--- src/rtl/uart_abw_pkg.sv ---
// Package: shared constants and the stored mode word for the receive
// control block. Assumes a 0x55 sync character sent LSB first.
package uart_abw_pkg;
    // 8 bit times spanned by the timed window
    localparam int SPAN_SHIFT     = 3;
    // log2 of oversampling ratio for 16x and 4x modes
    localparam int OS_SLOW_SHIFT  = 4;
    localparam int OS_FAST_SHIFT  = 2;
    // falling edges after the start edge that close the window
    localparam int FALLS_TO_END   = 4;

    typedef struct packed {
        logic en;
        logic loop;
        logic fast;
        logic inv;
        logic irda;
    } mode_t;
endpackage

--- src/rtl/abw_line_front.sv ---
// Line front end: synchronizes the raw pin, applies polarity inversion,
// selects loopback, and produces single-cycle edge pulses.
// Assumes pin is asynchronous; tx is already in the clk domain.
module abw_line_front #(
    parameter int SYNC_STAGES = 2
) (
    input  logic clk,
    input  logic rst_n,
    input  logic en,
    input  logic invert,
    input  logic loop,
    input  logic pin,
    input  logic tx,
    output logic line,
    output logic fall,
    output logic rise
);
    logic [SYNC_STAGES-1:0] sync_q;
    logic                   prev_q;
    logic                   norm;

    // Purpose: metastability chain on the raw pin.
    always_ff @(posedge clk) begin
        if (!rst_n) sync_q <= {SYNC_STAGES{1'b1}};
        else        sync_q <= {sync_q[SYNC_STAGES-2:0], pin};
    end

    // Purpose: polarity correction then loopback selection.
    always_comb begin
        norm = sync_q[SYNC_STAGES-1] ^ invert;
        line = loop ? tx : norm;
    end

    // Purpose: previous line value for edge detection, idle while disabled.
    always_ff @(posedge clk) begin
        if (!rst_n || !en) prev_q <= 1'b1;
        else               prev_q <= line;
    end

    // Purpose: one-cycle edge pulses, suppressed while disabled.
    always_comb begin
        fall = en && prev_q && !line;
        rise = en && !prev_q && line;
    end
endmodule

--- src/rtl/abw_baud_meter.sv ---
// Baud meter: once armed, times the sync character from its start edge
// to the falling edge that starts bit 7 and derives a divisor. Clears
// its own arm bit when done and masks the data path until the line
// returns high. Assumes fall/rise are single-cycle pulses.
module abw_baud_meter
    import uart_abw_pkg::*;
#(
    parameter int CNT_W = 16
) (
    input  logic             clk,
    input  logic             rst_n,
    input  logic             en,
    input  logic             fast,
    input  logic             wr,
    input  logic             wr_arm,
    input  logic             fall,
    input  logic             rise,
    output logic             armed,
    output logic             mask,
    output logic [CNT_W-1:0] divisor,
    output logic             valid
);
    localparam int NF_W = $clog2(FALLS_TO_END + 1);
    localparam logic [CNT_W-1:0] CNT_MAX = {CNT_W{1'b1}};
    localparam logic [NF_W-1:0]  NF_LAST = NF_W'(FALLS_TO_END - 1);

    logic             meas_q;
    logic             tail_q;
    logic [CNT_W-1:0] cnt_q;
    logic [NF_W-1:0]  nf_q;
    logic [CNT_W:0]   elapsed;
    logic [CNT_W:0]   quot;
    logic [CNT_W-1:0] div_next;

    // Purpose: convert the elapsed count to a clamped or saturated divisor.
    always_comb begin
        elapsed = {1'b0, cnt_q} + 1'b1;
        quot    = fast ? (elapsed >> (SPAN_SHIFT + OS_FAST_SHIFT))
                       : (elapsed >> (SPAN_SHIFT + OS_SLOW_SHIFT));
        if (cnt_q == CNT_MAX)  div_next = CNT_MAX;
        else if (quot == '0)   div_next = '0;
        else                   div_next = CNT_W'(quot - 1'b1);
    end

    // Purpose: arm bit, measurement window, edge count and result register.
    always_ff @(posedge clk) begin
        if (!rst_n) begin
            armed   <= 1'b0;
            meas_q  <= 1'b0;
            tail_q  <= 1'b0;
            cnt_q   <= '0;
            nf_q    <= '0;
            divisor <= '0;
            valid   <= 1'b0;
        end else begin
            valid <= 1'b0;
            if (wr) begin
                armed  <= wr_arm;
                meas_q <= 1'b0;
                tail_q <= 1'b0;
            end else if (!en) begin
                meas_q <= 1'b0;
                tail_q <= 1'b0;
            end else begin
                if (rise) tail_q <= 1'b0;
                if (armed && !meas_q) begin
                    if (fall) begin
                        meas_q <= 1'b1;
                        cnt_q  <= '0;
                        nf_q   <= '0;
                    end
                end else if (armed) begin
                    if (cnt_q != CNT_MAX) cnt_q <= cnt_q + 1'b1;
                    if (fall) begin
                        if (nf_q == NF_LAST) begin
                            divisor <= div_next;
                            valid   <= 1'b1;
                            armed   <= 1'b0;
                            meas_q  <= 1'b0;
                            tail_q  <= 1'b1;
                        end else begin
                            nf_q <= nf_q + 1'b1;
                        end
                    end
                end
            end
        end
    end

    assign mask = armed || tail_q;
endmodule

--- src/rtl/abw_wake_det.sv ---
// Wake detector: once armed, pulses an interrupt on the first falling
// edge and clears its own arm bit on the next rising edge.
// Assumes fall/rise are single-cycle pulses already gated by enable.
module abw_wake_det (
    input  logic clk,
    input  logic rst_n,
    input  logic en,
    input  logic wr,
    input  logic wr_arm,
    input  logic fall,
    input  logic rise,
    output logic armed,
    output logic irq
);
    logic seen_q;
    logic irq_q;

    // Purpose: arm bit, falling-edge memory and interrupt pulse.
    always_ff @(posedge clk) begin
        if (!rst_n) begin
            armed  <= 1'b0;
            seen_q <= 1'b0;
            irq_q  <= 1'b0;
        end else begin
            irq_q <= 1'b0;
            if (wr) begin
                armed  <= wr_arm;
                seen_q <= 1'b0;
            end else if (!en) begin
                seen_q <= 1'b0;
            end else if (armed) begin
                if (fall && !seen_q) begin
                    irq_q  <= 1'b1;
                    seen_q <= 1'b1;
                end else if (rise && seen_q) begin
                    armed  <= 1'b0;
                    seen_q <= 1'b0;
                end
            end
        end
    end

    assign irq = irq_q && en;
endmodule

--- src/rtl/uart_abw_ctl.sv ---
// Top: receive-side control for a UART. Holds the mode word, feeds the
// line front end, the baud meter and the wake detector, and gates the
// receive stream. Assumes cfg_* fields are sampled on cfg_we.
module uart_abw_ctl
    import uart_abw_pkg::*;
#(
    parameter int CNT_W       = 16,
    parameter int SYNC_STAGES = 2
) (
    input  logic             clk,
    input  logic             rst_n,
    input  logic             cfg_we,
    input  logic             cfg_enable,
    input  logic             cfg_wake,
    input  logic             cfg_loop,
    input  logic             cfg_abaud,
    input  logic             cfg_fast,
    input  logic             cfg_invert,
    input  logic             cfg_irda,
    input  logic             rx_pin,
    input  logic             tx_loop_in,
    output logic             rx_bit,
    output logic             wake_irq,
    output logic [CNT_W-1:0] baud_div,
    output logic             baud_valid,
    output logic             stat_wake,
    output logic             stat_abaud,
    output logic             stat_irda
);
    mode_t mode_q;
    logic  en_q;
    logic  fast_q;
    logic  line;
    logic  edge_fall;
    logic  edge_rise;
    logic  meter_mask;
    logic  meter_valid;

    // Purpose: store the non-self-clearing mode fields.
    always_ff @(posedge clk) begin
        if (!rst_n)      mode_q <= '0;
        else if (cfg_we) mode_q <= '{en: cfg_enable, loop: cfg_loop, fast: cfg_fast,
                                     inv: cfg_invert, irda: cfg_irda};
    end

    assign en_q   = mode_q.en;
    assign fast_q = mode_q.fast;

    abw_line_front #(.SYNC_STAGES(SYNC_STAGES)) u_front (
        .clk(clk), .rst_n(rst_n), .en(en_q), .invert(mode_q.inv),
        .loop(mode_q.loop), .pin(rx_pin), .tx(tx_loop_in),
        .line(line), .fall(edge_fall), .rise(edge_rise)
    );

    abw_baud_meter #(.CNT_W(CNT_W)) u_meter (
        .clk(clk), .rst_n(rst_n), .en(en_q), .fast(fast_q),
        .wr(cfg_we), .wr_arm(cfg_abaud), .fall(edge_fall), .rise(edge_rise),
        .armed(stat_abaud), .mask(meter_mask), .divisor(baud_div),
        .valid(meter_valid)
    );

    abw_wake_det u_wake (
        .clk(clk), .rst_n(rst_n), .en(en_q), .wr(cfg_we), .wr_arm(cfg_wake),
        .fall(edge_fall), .rise(edge_rise), .armed(stat_wake), .irq(wake_irq)
    );

    // Purpose: output gating of stream, valid pulse and infrared enable.
    always_comb begin
        rx_bit     = (en_q && !meter_mask) ? line : 1'b1;
        baud_valid = meter_valid && en_q;
        stat_irda  = mode_q.irda && en_q && !fast_q;
    end
endmodule

--- config.mk ---
export PLATFORM = sky130hd
export DESIGN_NAME = uart_abw_ctl
export DESIGN_NICKNAME = d
export VERILOG_FILES = /design/src/rtl/uart_abw_pkg.sv /design/src/rtl/abw_line_front.sv /design/src/rtl/abw_baud_meter.sv /design/src/rtl/abw_wake_det.sv /design/src/rtl/uart_abw_ctl.sv
export SDC_FILE = /design/constraint.sdc
export NUM_CORES = 1
export LEC_CHECK = 0
export ABC_AREA = 1
export ABC_CLOCK_PERIOD_IN_PS = 2800
export BUFFER_PORTS_ARGS = -buffer_cell sky130_fd_sc_hd__buf_2
export CAP_MARGIN = 20
export CORE_MARGIN = 5
export CORE_UTILIZATION = 59
export CTS_CLUSTER_DIAMETER = 150
export DETAILED_ROUTE_END_ITERATION = 8
export PLACE_DENSITY_LB_ADDON = 0.2
export RECOVER_POWER = 25
export SLEW_MARGIN = 25
export SYNTH_ARGS = -nofsm -noshare
export SYNTH_HDL_FRONTEND = slang
export SYNTH_HIERARCHICAL = 1
export SYNTH_SLANG_ARGS = --single-unit
--- constraint.sdc ---
create_clock -name clk -period 2.8 [get_ports clk]
set_clock_uncertainty 0.15 [all_clocks]
set_input_delay 0.14 -clock clk [delete_from_list [all_inputs] [get_ports clk]]
set_output_delay 0.14 -clock clk [all_outputs]
set_load 0.01 [all_outputs]
==> reports/metrics.cfg <==
[setup_path]
crit_family=simple AND/OR/NAND/NOR gates
critical_path_class=reg2reg
cp.required_ns=2.88
start_kind=flop
crit_slowest_cell=dfxtp_1
critical_path_buf_inv_count=2
crit_chain=ha_1 -> nand3_2 -> nor2_4 -> nand2_2 -> nor2_2 -> nand2_1 -> o21a_1 -> nand2_2 -> nand2_4 -> inv_2 -> buf_4 -> a21oi_1 -> a211oi_2
path_max_fanout=14
slowest_delay_ns=0.40
cpMostUsedCell=nand2_2
cp.arrival_ns=2.62
end_kind=flop

[global_route]
grt_start_max_net_pins=27
grt_pass1_wl_mm=13.1
grt_pass1_vias=2846
grt_overflow=0
antenna_found_initial=0
grt_usage_pct=22.3

[logic_synthesis]
synth_nets=495
synth_area_um2=3150
postSynthAreaPerCell_um2=6.58
synthCells=478
ys_seq_elements=50
synth_top_area_share_pct=31.8
yosysSeqAreaShare_pct=31.8
synth-warning-count=6
yosysTopAreaCell=dfxtp_1
synth_cell_types=36
synthTopCellsByArea=dfxtp_1, nand2_1, nand3_1, inv_1, nor2_1

[detailed_routing]
drtIter0Drc=213
wl_per_cell_um=12.8
drcViolationCount=0
wirelength_mm=7.57
viasPerCell=5.32
vias=3143
first_pass_iters=5
final_antenna_net_count=0

[final_layout]
nFillCells=474
layout-drive-gt1-share_pct=15.7
diodes=0
syn2layout_area_growth_pct=12.6
stdcell_count=591
final_util_pct=68.9
finalNetCount=537
postLayoutCellArea_um2=3540

[sta]
period_share_pct=90.8
worst_slew_pin_slew_ns=0.489
setup_slack_ns=0.257
fmax_mhz=393
hold_viol=0
setup_tns_ns=0
rsz0062_at_grt=no
setup-violations-final=0
relSlewSlack_pct=67.2
slew_violations=0
min_period_ns=2.54

[place]
dp_hpwl_mm=5.67
dp_slack_ns=0.298
gp_congestion=0.907
io_buffers=33
dpl_cell_area_um2=3360
dp.cells=575

[floorplan]
io_pins=34
fp-row-count=26
die-area_um2=6890
core_um2=5140
die_w_um=83.0
die_height_um=83.0
initial_core_util_pct=61.2

[power]
seq_power_share_pct=50.9
clkPwrFrac_pct=35.1
power_density_nw_per_um2=404
intPower_w=0.00106
sw_frac_of_total_pct=26.1
ir_drop_v=0.000225
combPwrFrac_pct=13.9
power_switching_w=0.000373
leakage_nw=1.66

[clock_network]
cts_sinks=50
clock-root-buffer=clkbuf_8
cts_inserted_buffers=5
clockBufferDepth=2
cts_setup_buffers=0
tritoncts=done
clkTransAtPathRegs_ns=0.09
htreeDepth=2
clkLatencyLatePin_ns=0.30

[run_status]
status=completed

[min_path]
min_path_type=in2reg

[run]
cap_violations=0

[layout make-up]
cell class / count / area (um^2) / area share [%]
Multi-Input combinational cell: 360 / 1850 / 52.3
Sequential cell: 50 / 1000 / 28.3
Timing Repair Buffer: 47 / 275 / 7.77
Inverter: 56 / 210 / 5.93
Tap cell: 70 / 87.6 / 2.47
Clock buffer: 5 / 68.8 / 1.94
Clock inverter: 3 / 45.0 / 1.27
[worst paths after layout]
path	start	end	slack, ns	cells past startpoint
max	u_meter/cnt_q[1]	u_meter/cnt_q[12]	0.26	13
max reg2reg	u_meter/cnt_q[1]	u_meter/cnt_q[12]	0.26	13
min reg2reg	u_front/sync_q[0]	u_front/sync_q[1]	0.27	2
min	tx_loop_in	u_front/prev_q	0.03	4
[routing by layer]
layer | vias up | global-route usage (%) | part of all wire [%]
met5 | - | 0 | 0
met2 | 100 | 37.7 | 47
li1 | 1635 | - | -
met3 | 8 | 3.37 | 6.4
met4 | 0 | 6.39 | 0.94
met1 | 1400 | 29.4 | 46
[cells in the mapped netlist (all sizes together)]
cell    count
clkbuf      4
a21oi      35
a22oi       1
o211ai      1
nand4       8
dfxtp      50
nand3b      2
nor2       62
nand3      64
ha          5
inv        55
o21ai      20
buf         8
o21a        1
nand2     136
clkinv      1
or2         2
xor2        4
a211oi      8
nor3       10
a221oi      1
[worst min-delay path, stage by stage]
cell,delay [ns]
buf_2,0.09
or2_0,0.10
nand2_1,0.07
nand2_1,0.05
[stage by stage]
step	power [W]	hold WS, ns
after floorplan	0.000891	0.0587
after global placement	0.000932	0.158
after detailed placement	0.000935	0.170
after CTS	0.00145	0.0126
after global routing	0.00150	0.0915
final	0.00143	0.0262
[timing repair]
item	in CTS	in global routing
hold buffers	8	0
gates resized for setup	0	0
hold endpoints to repair	8	0
[flip-flops by register name, summed over array words and instances, names as in the netlist, 2 cells and up]
register	flops
u_meter/nf_q	3
u_front/sync_q	2
u_meter/cnt_q	16
u_meter/divisor	16
mode_q	3
[cells in the final DEF (no fill, tap or decap), drive strengths merged]
master       synthesis  routed
o211ai               1       1
o21ai               20      20
nand2              136     136
xor2                 4       4
dfxtp               50      50
clkbuf               4      17
buf                  8      27
nand3b               2       2
o21a                 1       1
a21oi               35      35
a22oi                1       1
a221oi               1       1
ha                   5       5
clkinv               1       1
inv                 55      55
nor3                10      10
a211oi               8       8
or2                  2       2
dlygate4sd3          0       8
nand3               64      64
nor2                62      62
bufinv               0       1
nand4                8       8
clkinvlp             0       2
[power groups by stage]
stage	combinational (W)	sequential, W	clock, W
after detailed placement	0.000188	0.000747	0
after global routing	0.000225	0.000732	0.000543
after global placement	0.000186	0.000746	0
final	0.000199	0.000730	0.000503
after CTS	0.000198	0.000730	0.000521
after floorplan	0.000145	0.000746	0
[cell families after synthesis]
family / after synthesis / synth area share (%)
and+or+nand+nor: 284 / 43.0
adders and majority gates: 5 / 1.99
AOI/OAI and AO/OA: 67 / 12.9
xor gates and xnor gates: 4 / 1.11
DFF: 50 / 31.8
buffers and inverters: 68 / 9.23
Power figures use the tool's default switching activity.
